==> src/rtl/baud_pkg.sv <==
// Package: shared field positions and defaults for the baud generator bank.
// Assumes the configuration word is packed as prescale | divide | enable,
// low bit first, with the divide field DIV_W bits wide.
package baud_pkg;
    localparam int unsigned BG_DIV_W_DEF  = 12;  // default divide field width
    localparam int unsigned BG_PRE_RATIO  = 16;  // prescaler division ratio
    localparam int unsigned BG_PRE_BIT    = 0;   // prescaler select position
    localparam int unsigned BG_DIV_LSB    = 1;   // divide field low bit
endpackage

==> src/rtl/baud_prescale.sv <==
// Module: baud_prescale
// Free-running modulo-RATIO counter that emits a one-cycle strobe at every
// RATIO-th cycle in which it is running. A clear puts it back to phase zero.
// Assumes RATIO >= 2.
module baud_prescale #(
    parameter int unsigned RATIO = 16
) (
    input  logic clk,
    input  logic rst_n,
    input  logic clr,
    input  logic run,
    output logic strobe
);
    localparam int unsigned PW = (RATIO > 1) ? $clog2(RATIO) : 1;
    localparam logic [PW-1:0] LAST = PW'(RATIO - 1);

    logic [PW-1:0] phase;

    // Advance the phase while running; wrap at RATIO-1; restart on clear.
    always_ff @(posedge clk) begin
        if (!rst_n || clr) begin
            phase <= '0;
        end else if (run) begin
            phase <= (phase == LAST) ? '0 : phase + 1'b1;
        end
    end

    // Strobe in the last phase of each prescaler round.
    always_comb strobe = run && (phase == LAST);
endmodule

==> src/rtl/baud_div_counter.sv <==
// Module: baud_div_counter
// Down counter that counts step pulses. On a step at zero it reloads from
// reload_val and raises a registered one-cycle tick. A load restarts it from
// load_val and suppresses the tick at that edge (the load wins).
module baud_div_counter #(
    parameter int unsigned DIV_W = 12
) (
    input  logic             clk,
    input  logic             rst_n,
    input  logic             load,
    input  logic [DIV_W-1:0] load_val,
    input  logic             step,
    input  logic [DIV_W-1:0] reload_val,
    output logic             tick
);
    logic [DIV_W-1:0] count;

    // Count down on each step, reload and tick at zero; a load takes priority.
    always_ff @(posedge clk) begin
        if (!rst_n) begin
            count <= '0;
            tick  <= 1'b0;
        end else if (load) begin
            count <= load_val;
            tick  <= 1'b0;
        end else begin
            tick <= 1'b0;
            if (step) begin
                if (count == '0) begin
                    count <= reload_val;
                    tick  <= 1'b1;
                end else begin
                    count <= count - 1'b1;
                end
            end
        end
    end
endmodule

==> src/rtl/baud_gen_unit.sv <==
// Module: baud_gen_unit
// One rate generator. It holds its configuration (enable, prescale, divide),
// an optional prescaler and the divide counter. A write latches the new
// configuration and restarts both counting stages on the same edge.
module baud_gen_unit #(
    parameter int unsigned DIV_W     = baud_pkg::BG_DIV_W_DEF,
    parameter int unsigned PRE_RATIO = baud_pkg::BG_PRE_RATIO
) (
    input  logic             clk,
    input  logic             rst_n,
    input  logic             wr,
    input  logic             wr_en,
    input  logic             wr_pre,
    input  logic [DIV_W-1:0] wr_div,
    output logic             tick,
    output logic             en_q,
    output logic             pre_q,
    output logic             div_zero
);
    logic [DIV_W-1:0] div_q;
    logic             pre_strobe;
    logic             step;

    // Configuration holding register, cleared to disabled at reset.
    always_ff @(posedge clk) begin
        if (!rst_n) begin
            en_q  <= 1'b0;
            pre_q <= 1'b0;
            div_q <= '0;
        end else if (wr) begin
            en_q  <= wr_en;
            pre_q <= wr_pre;
            div_q <= wr_div;
        end
    end

    // Prescaler present only when the ratio actually divides.
    generate
        if (PRE_RATIO > 1) begin : g_pre
            baud_prescale #(.RATIO(PRE_RATIO)) u_pre (
                .clk    (clk),
                .rst_n  (rst_n),
                .clr    (wr),
                .run    (en_q && pre_q),
                .strobe (pre_strobe)
            );
        end else begin : g_nopre
            always_comb pre_strobe = 1'b1;
        end
    endgenerate

    // Counter advances each cycle, or on prescaler strobes when selected.
    always_comb step = en_q && (pre_q ? pre_strobe : 1'b1);

    baud_div_counter #(.DIV_W(DIV_W)) u_cnt (
        .clk        (clk),
        .rst_n      (rst_n),
        .load       (wr),
        .load_val   (wr_div),
        .step       (step),
        .reload_val (div_q),
        .tick       (tick)
    );

    // Flag for the checker: divide value of one cycle.
    always_comb div_zero = (div_q == '0);
endmodule

==> src/rtl/baud_route.sv <==
// Module: baud_route
// Channel routing matrix: each channel takes the tick of the generator named
// by its own SEL_W-bit select field. Assumes every select value names an
// existing generator (NUM_GEN is a power of two).
module baud_route #(
    parameter int unsigned NUM_GEN = 4,
    parameter int unsigned NUM_CH  = 4,
    parameter int unsigned SEL_W   = 2
) (
    input  logic [NUM_GEN-1:0]      gen_tick,
    input  logic [NUM_CH*SEL_W-1:0] sel,
    output logic [NUM_CH-1:0]       ch_tick
);
    // One selector per channel.
    generate
        for (genvar c = 0; c < NUM_CH; c++) begin : g_ch
            always_comb ch_tick[c] = gen_tick[sel[c*SEL_W +: SEL_W]];
        end
    endgenerate
endmodule

==> src/rtl/baud_gen_bank.sv <==
// Module: baud_gen_bank (top)
// Bank of NUM_GEN programmable rate generators plus the channel routing
// matrix. cfg_we selects which generator takes cfg_wdata on an edge.
// Word layout: [0] prescale, [DIV_W:1] divide value, [DIV_W+1] enable.
module baud_gen_bank #(
    parameter int unsigned NUM_GEN   = 4,
    parameter int unsigned NUM_CH    = 4,
    parameter int unsigned DIV_W     = baud_pkg::BG_DIV_W_DEF,
    parameter int unsigned PRE_RATIO = baud_pkg::BG_PRE_RATIO,
    localparam int unsigned SEL_W    = (NUM_GEN > 1) ? $clog2(NUM_GEN) : 1,
    localparam int unsigned CFG_W    = DIV_W + 2
) (
    input  logic                    clk,
    input  logic                    rst_n,
    input  logic [NUM_GEN-1:0]      cfg_we,
    input  logic [CFG_W-1:0]        cfg_wdata,
    input  logic [NUM_CH*SEL_W-1:0] route_sel,
    output logic [NUM_GEN-1:0]      gen_tick,
    output logic [NUM_CH-1:0]       ch_tick
);
    localparam int unsigned EN_BIT = DIV_W + 1;

    logic [NUM_GEN-1:0] gen_en;
    logic [NUM_GEN-1:0] gen_pre;
    logic [NUM_GEN-1:0] gen_div_zero;

    // One generator per index, all sharing the write data bus.
    generate
        for (genvar g = 0; g < NUM_GEN; g++) begin : g_gen
            baud_gen_unit #(.DIV_W(DIV_W), .PRE_RATIO(PRE_RATIO)) u_gen (
                .clk      (clk),
                .rst_n    (rst_n),
                .wr       (cfg_we[g]),
                .wr_en    (cfg_wdata[EN_BIT]),
                .wr_pre   (cfg_wdata[baud_pkg::BG_PRE_BIT]),
                .wr_div   (cfg_wdata[baud_pkg::BG_DIV_LSB +: DIV_W]),
                .tick     (gen_tick[g]),
                .en_q     (gen_en[g]),
                .pre_q    (gen_pre[g]),
                .div_zero (gen_div_zero[g])
            );
        end
    endgenerate

    baud_route #(.NUM_GEN(NUM_GEN), .NUM_CH(NUM_CH), .SEL_W(SEL_W)) u_route (
        .gen_tick (gen_tick),
        .sel      (route_sel),
        .ch_tick  (ch_tick)
    );
endmodule

==> config.mk <==
export PLATFORM = sky130hd
export DESIGN_NAME = baud_gen_bank
export DESIGN_NICKNAME = d
export VERILOG_FILES = /design/src/rtl/baud_pkg.sv /design/src/rtl/baud_prescale.sv /design/src/rtl/baud_div_counter.sv /design/src/rtl/baud_gen_unit.sv /design/src/rtl/baud_route.sv /design/src/rtl/baud_gen_bank.sv
export SDC_FILE = /design/constraint.sdc
export NUM_CORES = 1
export LEC_CHECK = 0
export ABC_AREA = 0
export BUFFER_PORTS_ARGS = -buffer_cell sky130_fd_sc_hd__buf_2
export CAP_MARGIN = 0
export CORE_UTILIZATION = 65
export CTS_BUF_LIST = sky130_fd_sc_hd__clkbuf_8
export CTS_CLUSTER_DIAMETER = 120
export DETAILED_ROUTE_END_ITERATION = 8
export GPL_TIMING_DRIVEN = 1
export PLACE_DENSITY = 0.92
export SYNTH_ARGS = -nofsm -noshare
export SYNTH_HDL_FRONTEND = slang
export SYNTH_SLANG_ARGS = --single-unit
==> constraint.sdc <==
create_clock -name clk -period 4.5 [get_ports clk]
set_input_delay 0.225 -clock clk [delete_from_list [all_inputs] [get_ports clk]]
set_output_delay 0.225 -clock clk [all_outputs]
set_load 0.02 [all_outputs]
* After elaboration in Yosys (flattened, before gate mapping)
Index checks and enable logic that the tools add are counted.
** Storage, ports and cells
- Register bits after elaboration :: 124
- Input port bits :: 28
- Output and inout bits :: 8
- Word-level logic and storage cells :: 106
** Cells by class
- Add/subtract/negate cells :: 8
- Magnitude comparators :: 4
- Eq/ne operators :: 4
- Mux-type cells :: 32
- Bitwise logic cells :: 5
- Reduce and logical (&&, ||, !) cells :: 29
** Operator list (count)
- $mux W12 :: 12
- $logic_not A12 Y1 :: 4
- $sub A12 B1 Y12 const B :: 4
- $add A4 B1 Y4 const B :: 4
- $eq A4 B4 Y1 const B :: 4
- $mux W4 :: 4
- $logic_and A1 B1 Y1 :: 12
- $lt A2 B3 Y1 const B :: 4
- $mux W1 :: 12
- $reduce_or A3 Y1 :: 4
- $bmux W1 S2 :: 4
- $reduce_bool A2 Y1 :: 4
- $not A1 Y1 :: 5
- $logic_or A1 B1 Y1 :: 4
- $logic_not A1 Y1 :: 1

* Depth between registers and ports, before layout
Gate-level depths: netlist of the first run.
- Word-level depth :: 6
- Depth in mapped cells :: 9
- Gate-level depth less buffers :: 7

* Modules after synthesis
Synthesis of the first run repeated with hierarchy kept, for this count alone.
** Unflattened totals
- Cells, all modules :: 782
- Area total of the unflattened synthesis :: 6996.7 um^2
** Modules (own cells, without submodules)
- baud_div_counter (g_gen[1].u_gen.u_cnt ...) :: times used 3, cells each 121, area each 959.7 um^2, sequential area each 260.2 um^2
- baud_gen_unit :: times used 4, cells each 52, area each 585.6 um^2, sequential area each 280.3 um^2
- baud_div_counter (g_gen[0].u_gen.u_cnt) :: times used 1, cells each 127, area each 944.7 um^2, sequential area each 260.2 um^2
- baud_prescale :: times used 4, cells each 20, area each 185.2 um^2, sequential area each 80.1 um^2
- baud_route :: times used 1, cells each 4, area each 90.1 um^2, sequential area each 0.0 um^2

* Worst setup path before layout of the first run
OpenSTA, ideal clock, no wires.
- Path type :: register to register
- From :: reg g_gen[0].u_gen.u_cnt.count[2]
- To :: reg g_gen[0].u_gen.u_cnt.count[1]
- Library setup time :: 131 ps
- Data arrival time :: 1931 ps
- Required time :: 4369 ps
- Slack :: 2438 ps
- Cell stages (with the launch flop) :: 8
- Buffers on the path :: 3
- Period minus slack after synthesis :: 2062 ps
- Cell sequence :: dfxtp_1 -> buf_6 -> or4_4 -> or4_4 -> buf_6 -> buf_8 -> o211ai_1 -> o21ai_0
** On the way
- Word-level cells in the longest chain between the ends :: 4
** Ends and longest elaborated chain
- from (decl) :: line baud_div_counter.sv:16 : logic [DIV_W-1:0] count;
- from (signal assigned) :: line baud_div_counter.sv:24 : count <= load_val;
- from (signal assigned) :: line baud_div_counter.sv:30 : count <= reload_val;
- from (signal assigned) :: line baud_div_counter.sv:33 : count <= count - 1'b1;
- $logic_not A12 Y1 :: line baud_div_counter.sv:29 : if (count == '0) begin
- $mux W12 :: line baud_div_counter.sv:29
- $mux W12 :: line baud_div_counter.sv:28 : if (step) begin
- $mux W12 :: line baud_div_counter.sv:23 : end else if (load) begin
No other way between the ends. The select of a mux whose other input is x is not followed.
A chain may end at the register's enable or synchronous reset.

* Worst setup path after layout of the first run
- From :: reg g_gen[1].u_gen.u_cnt.count[2]
- To :: reg g_gen[1].u_gen.u_cnt.count[2]
** On the way
- Word-level cells in the longest chain between the ends :: 4
- Elaborated cells on any way between the ends :: 5
- Those cells by class :: 1 x add/sub; 3 x mux; 1 x reduce/logical
** Ends and longest elaborated chain (line)
- from (decl) :: baud_div_counter.sv:16
- from (signal assigned) :: baud_div_counter.sv:24
- from (signal assigned) :: baud_div_counter.sv:30
- from (signal assigned) :: baud_div_counter.sv:33
- $sub A12 B1 Y12 or $logic_not A12 Y1 (tied branches) :: baud_div_counter.sv:33, baud_div_counter.sv:29
- $mux W12 (*) :: baud_div_counter.sv:29
- $mux W12 (*) :: baud_div_counter.sv:28
- $mux W12 (*) :: baud_div_counter.sv:23
Mark *: on every way between the ends. The rest lies on a longest branch, timed or not. The select of a mux whose other input is x is not followed.

==> flow_summary_export.csv, run 1 <==
group,metric,value,unit
synth,synth_top_area_frac,0.389,
clock_tree,cts_buffers,17,
layout,fin_cells,885,
drt,via_count,5767,
sta,fmaxAchievable,0.384,GHz
placement,place_hpwl,9920,µm
sta,period_minus_slack,2610,ps
synth,synth_edf_count,0,
placement,gp_congestion,0.939,
synth,yosysSeqAreaShare,0.389,
clock_tree,cts-resized-gates,0,
min_path,hold_depth,3,
setup_path,endpoint_kind,"flip-flop",
setup_path,worst_r2r_path_depth,4,
clock_tree,clockBufferDepth,2,
sta,slew_headroom,0.161,
drt,drtIter0Drc,443,
clock_tree,ctsHoldBuffers,0,
run_status,outcome,"complete, no violations",
clock_tree,cts_setup_buffers,0,
placement,port_buffers,35,
pwr,peakVddDrop,0.272,mV
floorplanning,die-area,10200,µm²
clock_tree,clk-insertion-delay-late,430,ps
global_routing,grt_usage,0.323,
drt,totalWireLength,15700,µm
clock_tree,cts_sinks,124,
sta,setup_tns,0,ps
sta,tightest_slew,1260,ps
drt,drc,0,
layout,num_antenna_cells,0,
synth,netlist_instances,742,
setup_path,crit_type,"flip-flop to flip-flop",
global_routing,grt.overflow.total,0,
synth,ys_ff_latch,124,
synth,yosysWarnings,0,
global_routing,grt_pass1_wl,25600,µm
synth,netlist_area,6380,µm²
floorplanning,core,9370,µm²
clock_tree,cts-root-buf,"clkbuf_8",
synth,synthDistinctLibCells,63,
floorplanning,die_y,101,µm
layout,fin_nets,783,
floorplanning,io_pins,36,
drt,vias_per_cell,6.52,
synth,synth_top_area_cell,"dfxtp_1",
layout,fillers,675,
setup_path,start_kind,"flip-flop",
job,cap_violations,0,
drt,ant_nets,0,
global_routing,grt_max_degree,101,
synth,synthFlopType,"dfxtp_1",
synth,syn_area_per_cell,8.60,µm²
layout,syn_to_final_growth,6.79,%
min_path,hp-class,"input pin to flip-flop",
clock_tree,htree_levels,4,
synth,synth_area_leaders,"dfxtp_1 39%, mux2i_1 9.1%, nor2_1 5.4%, a22oi_1 5.1%, a21oi_1 4.4%",
setup_path,worstPathArrival,2880,ps
synth,synth_fp_nets,782,
pwr,power_density,390,nW/µm²
synth,async_reset_ff_frac,0,
floorplanning,die_w,101,µm
floorplanning,initial_core_util,0.681,
setup_path,worstPathMaxFanout,17,
layout,post_route_cells_drive_above_1_share,0.111,
sta,hold_viol,0,
layout,final_cell_mix,"124 x dfxtp_1, 91 x nor2_1, 58 x mux2i_1, 58 x nand2_1, 56 x a21oi_1",
pwr,power.leakage,2.70,nW
global_routing,grt_pass1_vias,5372,
placement,placed_cells,853,
sta,rsz0062_at_grt,"false",
drt,wl_per_cell,17.8,µm
placement,pre_cts_slack,1990,ps
clock_tree,tritoncts,"yes",
drt,first_pass_iters,8,
clock_tree,clk_pin_slew,70,ps
sta,setup_viol,0,
floorplanning,row_count,35,
layout,final_common_cell,"dfxtp_1",
global_routing,antenna_found_initial,0,
sta,period_share,0.579,
sta,fin_ws,1890,ps
sta,slew_violations,0,
setup_path,worstPathRequired,4780,ps
sta,clock_skew,13.2,ps
-- synthesized netlist by cell type, drive strengths merged, types with 14 or more instances --
| cell type | instances |
|---|---|
| a21oi | 57 |
| a22oi | 43 |
| clkbuf | 42 |
| dfxtp | 124 |
| inv | 17 |
| mux2i | 58 |
| nand2 | 59 |
| nand3 | 24 |
| nor2 | 91 |
| nor3 | 14 |
| o211ai | 17 |
| o21ai | 20 |
| o22ai | 23 |
| xnor2 | 19 |
-- worst max-delay path: stages, from the launching register on --
cell	delay (ps)
dfxtp_1	350
nor3_1	660
nand4_1	840
o211ai_1	480
a21oi_1	110
-- power by group --
group          switching, mW  total (mW)  leakage, nW  internal (mW)
clock                  0.449       0.979        0.203          0.531
sequential            0.0635        1.22         1.02           1.16
combinational          0.275       0.458         1.47          0.182
total                  0.787        2.66         2.70           1.87
-- stage by stage --
stage	hold slack, ps	util	cell area [µm²]	power (mW)
6_report	92.0	0.727	6810	2.66
5_1_grt	84.3	0.727	6810	2.77
4_1_cts	78.5	0.727	6810	2.65
3_5_place_dp	450	0.685	6410	1.68
3_3_place_gp	444	0.685	6410	1.66
2_1_floorplan	365	-	6380	1.59
-- cells by family after synthesis --
family / share of synthesized area
AOI/OAI and AO/OA: 0.203
xor gates and xnor gates: 0.0343
adders and majority gates: 0.0235
buffers and inverters: 0.0584
DFF: 0.389
muxes: 0.105
and+or+nand+nor: 0.187
-- per-layer routing --
layer,wire length [µm],part of all wire,global-route usage
met1,6340,0.40,0.396
met2,7430,0.47,0.520
met3,1240,0.079,0.0673
met4,728,0.046,0.196
met5,0,0,0
-- cell type report --
| type | instances | area, µm² | share of cell area |
|---|---|---|---|
| Multi-Input combinational cell | 547 | 3520 | 0.517 |
| Sequential cell | 124 | 2480 | 0.364 |
| Clock buffer | 20 | 275 | 0.0404 |
| Timing Repair Buffer | 36 | 183 | 0.0268 |
| Tap cell | 129 | 161 | 0.0237 |
| Clock inverter | 12 | 123 | 0.0180 |
| Inverter | 17 | 63.8 | 0.00937 |
-- final timing paths --
kind                                                                  from                                         end  slack [ps]
worst max register to register  g_gen[1].u_gen.u_cnt.count[2]$_SDFFE_PN0P_  g_gen[1].u_gen.u_cnt.count[2]$_SDFFE_PN0P_        1890
worst max-delay path            g_gen[1].u_gen.u_cnt.count[2]$_SDFFE_PN0P_  g_gen[1].u_gen.u_cnt.count[2]$_SDFFE_PN0P_        1890
worst min register to register        g_gen[2].u_gen.div_q[5]$_SDFFE_PN0P_        g_gen[2].u_gen.div_q[5]$_SDFFE_PN0P_         460
worst min-delay path                                         cfg_wdata[13]            g_gen[3].u_gen.en_q$_SDFFE_PN0P_          90
-- flip-flops by register name (all words and copies together) (netlist names) --
name                           count
g_gen.u_gen.g_pre.u_pre.phase     16
g_gen.u_gen.div_q                 48
g_gen.u_gen.pre_q                  4
g_gen.u_gen.en_q                   4
g_gen.u_gen.u_cnt.tick             4
g_gen.u_gen.u_cnt.count           48
(Power assumes the default switching activity.)
==> run 2: changes to the inputs <==
--- a/config.mk
+++ b/config.mk
@@ -8,12 +8,12 @@
 export ABC_AREA = 0
 export BUFFER_PORTS_ARGS = -buffer_cell sky130_fd_sc_hd__buf_2
 export CAP_MARGIN = 0
-export CORE_UTILIZATION = 65
+export CORE_UTILIZATION = 63
 export CTS_BUF_LIST = sky130_fd_sc_hd__clkbuf_8
 export CTS_CLUSTER_DIAMETER = 120
 export DETAILED_ROUTE_END_ITERATION = 8
 export GPL_TIMING_DRIVEN = 1
-export PLACE_DENSITY = 0.92
+export PLACE_DENSITY = 0.9
 export SYNTH_ARGS = -nofsm -noshare
 export SYNTH_HDL_FRONTEND = slang
 export SYNTH_SLANG_ARGS = --single-unit
==> constraint.sdc (replaced) <==
create_clock -name clk -period 2.46 [get_ports clk]
set_input_delay 0.123 -clock clk [delete_from_list [all_inputs] [get_ports clk]]
set_output_delay 0.123 -clock clk [all_outputs]
set_load 0.02 [all_outputs]
==> flow_summary_export.csv, run 2 (synthesized netlist as in run 1, its figures left out) <==
group,metric,value,unit
sta,setup_viol,0,
clock_tree,clk_pin_slew,70,ps
clock_tree,htree_levels,4,
run_status,outcome,"complete, no violations",
layout,syn_to_final_growth,8.10,%
layout,num_antenna_cells,0,
job,cap_violations,0,
sta,setup_tns,0,ps
sta,fmaxAchievable,0.461,GHz
min_path,hp-class,"input pin to flip-flop",
clock_tree,clockBufferDepth,2,
drt,first_pass_iters,6,
clock_tree,cts_sinks,124,
layout,final_cell_mix,"124 x dfxtp_1, 91 x nor2_1, 58 x mux2i_1, 58 x nand2_1, 56 x a21oi_1",
sta,slew_violations,0,
placement,place_area,6520,µm²
setup_path,cp_cell_sequence,"inv_1, ha_1, or3b_2, or4_4, o21ai_0, o22ai_1",
sta,hold_ws,16.2,ps
global_routing,grt.overflow.total,0,
setup_path,endpoint_kind,"flip-flop",
drt,via_count,5706,
pwr,power_density,691,nW/µm²
setup_path,worstPathRequired,2750,ps
sta,period_share,0.882,
placement,place_hpwl,10000,µm
clock_tree,cts-root-buf,"clkbuf_8",
floorplanning,die_w,103,µm
drt,drc,0,
placement,port_buffers,35,
drt,wl_per_cell,17.1,µm
clock_tree,tritoncts,"yes",
clock_tree,ctsHoldBuffers,0,
sta,clock_skew,10.1,ps
drt,ant_nets,0,
layout,fillers,706,
pwr,power.leakage,2.76,nW
global_routing,grt_usage,0.306,
setup_path,reg2reg_slack,290,ps
clock_tree,cts_setup_buffers,0,
placement,gp_congestion,0.877,
floorplanning,io_pins,36,
clock_tree,cts_buffers,17,
pwr,peakVddDrop,0.594,mV
floorplanning,die_y,103,µm
global_routing,grt_max_degree,101,
layout,fin_cells,900,
sta,tightest_slew,1010,ps
drt,vias_per_cell,6.34,
sta,rsz0062_at_grt,"false",
setup_path,crit_type,"flip-flop to flip-flop",
sta,slew_headroom,0.330,
setup_path,worstPathArrival,2460,ps
floorplanning,core,9770,µm²
sta,hold_viol,0,
global_routing,antenna_found_initial,0,
drt,totalWireLength,15400,µm
layout,design_area,6900,µm²
floorplanning,row_count,36,
setup_path,path_buf_inv,1,
floorplanning,initial_core_util,0.653,
setup_path,critical-path-top-delay-family,"simple AND/OR/NAND/NOR gates",
floorplanning,die-area,10500,µm²
layout,final_common_cell,"dfxtp_1",
pwr,total_power,4.77,mW
setup_path,worstPathMaxFanout,17,
global_routing,grt_pass1_wl,25100,µm
sta,period_minus_slack,2170,ps
layout,top_regs,"g_gen.u_gen.div_q x48, g_gen.u_gen.u_cnt.count x48, g_gen.u_gen.g_pre.u_pre.phase x16",
drt,drtIter0Drc,360,
setup_path,crit_slowest_cell,"or4_4",
layout,post_route_cells_drive_above_1_share,0.123,
clock_tree,clk-insertion-delay-late,430,ps
placement,placed_cells,869,
global_routing,grt_pass1_vias,5380,
setup_path,start_kind,"flip-flop",
setup_path,critPathMaxStageDelay,560,ps
clock_tree,cts-resized-gates,0,
layout,fin_nets,795,
run 2: through the flow:
| step | setup slack [ps] | util |
|---|---|---|
| floorplan | 398 | - |
| global placement | 432 | 0.667 |
| detailed placement | 376 | 0.667 |
| CTS | 305 | 0.706 |
| global route | 153 | 0.706 |
| finish | 289 | 0.706 |
run 2: power by group:
group	switching, mW	internal (mW)
Combinational	0.500	0.357
Clock	0.767	0.912
Sequential	0.116	2.12
run 2: final timing paths:
| kind | startpoint | end | cells after the start |
|---|---|---|---|
| hold / removal | cfg_wdata[0] | g_gen[0].u_gen.pre_q$_SDFFE_PN0P_ | 3 |
| setup reg to reg | g_gen[0].u_gen.u_cnt.count[0]$_SDFFE_PN0P_ | g_gen[0].u_gen.u_cnt.count[0]$_SDFFE_PN0P_ | 6 |
| hold reg to reg | g_gen[2].u_gen.div_q[5]$_SDFFE_PN0P_ | g_gen[2].u_gen.div_q[5]$_SDFFE_PN0P_ | 2 |
| setup / recovery | g_gen[0].u_gen.u_cnt.count[0]$_SDFFE_PN0P_ | g_gen[0].u_gen.u_cnt.count[0]$_SDFFE_PN0P_ | 6 |
run 2: area by class of cell:
cell class / instances / area [µm²] / share of cell area
Sequential cell: 124 / 2480 / 0.360
Tap cell: 133 / 166 / 0.0241
Inverter: 17 / 63.8 / 0.00925
Multi-Input combinational cell: 547 / 3520 / 0.511
Clock inverter: 9 / 71.3 / 0.0103
Timing Repair Buffer: 48 / 285 / 0.0414
Clock buffer: 22 / 303 / 0.0439
run 2: layer usage:
metal / vias to the layer above / track usage / wire length [µm]
li1: 2723 / - / -
met1: 2717 / 0.379 / 6580
met2: 237 / 0.496 / 7220
met3: 29 / 0.0786 / 1250
met4: 0 / 0.146 / 377
met5: - / 0 / 0
run 2: worst reg2reg max path, stage by stage, from the launching register on:
cell     delay, ps
dfxtp_1        360
inv_1          100
ha_1           180
or3b_2         460
or4_4          560
o21ai_0        270
o22ai_1        110
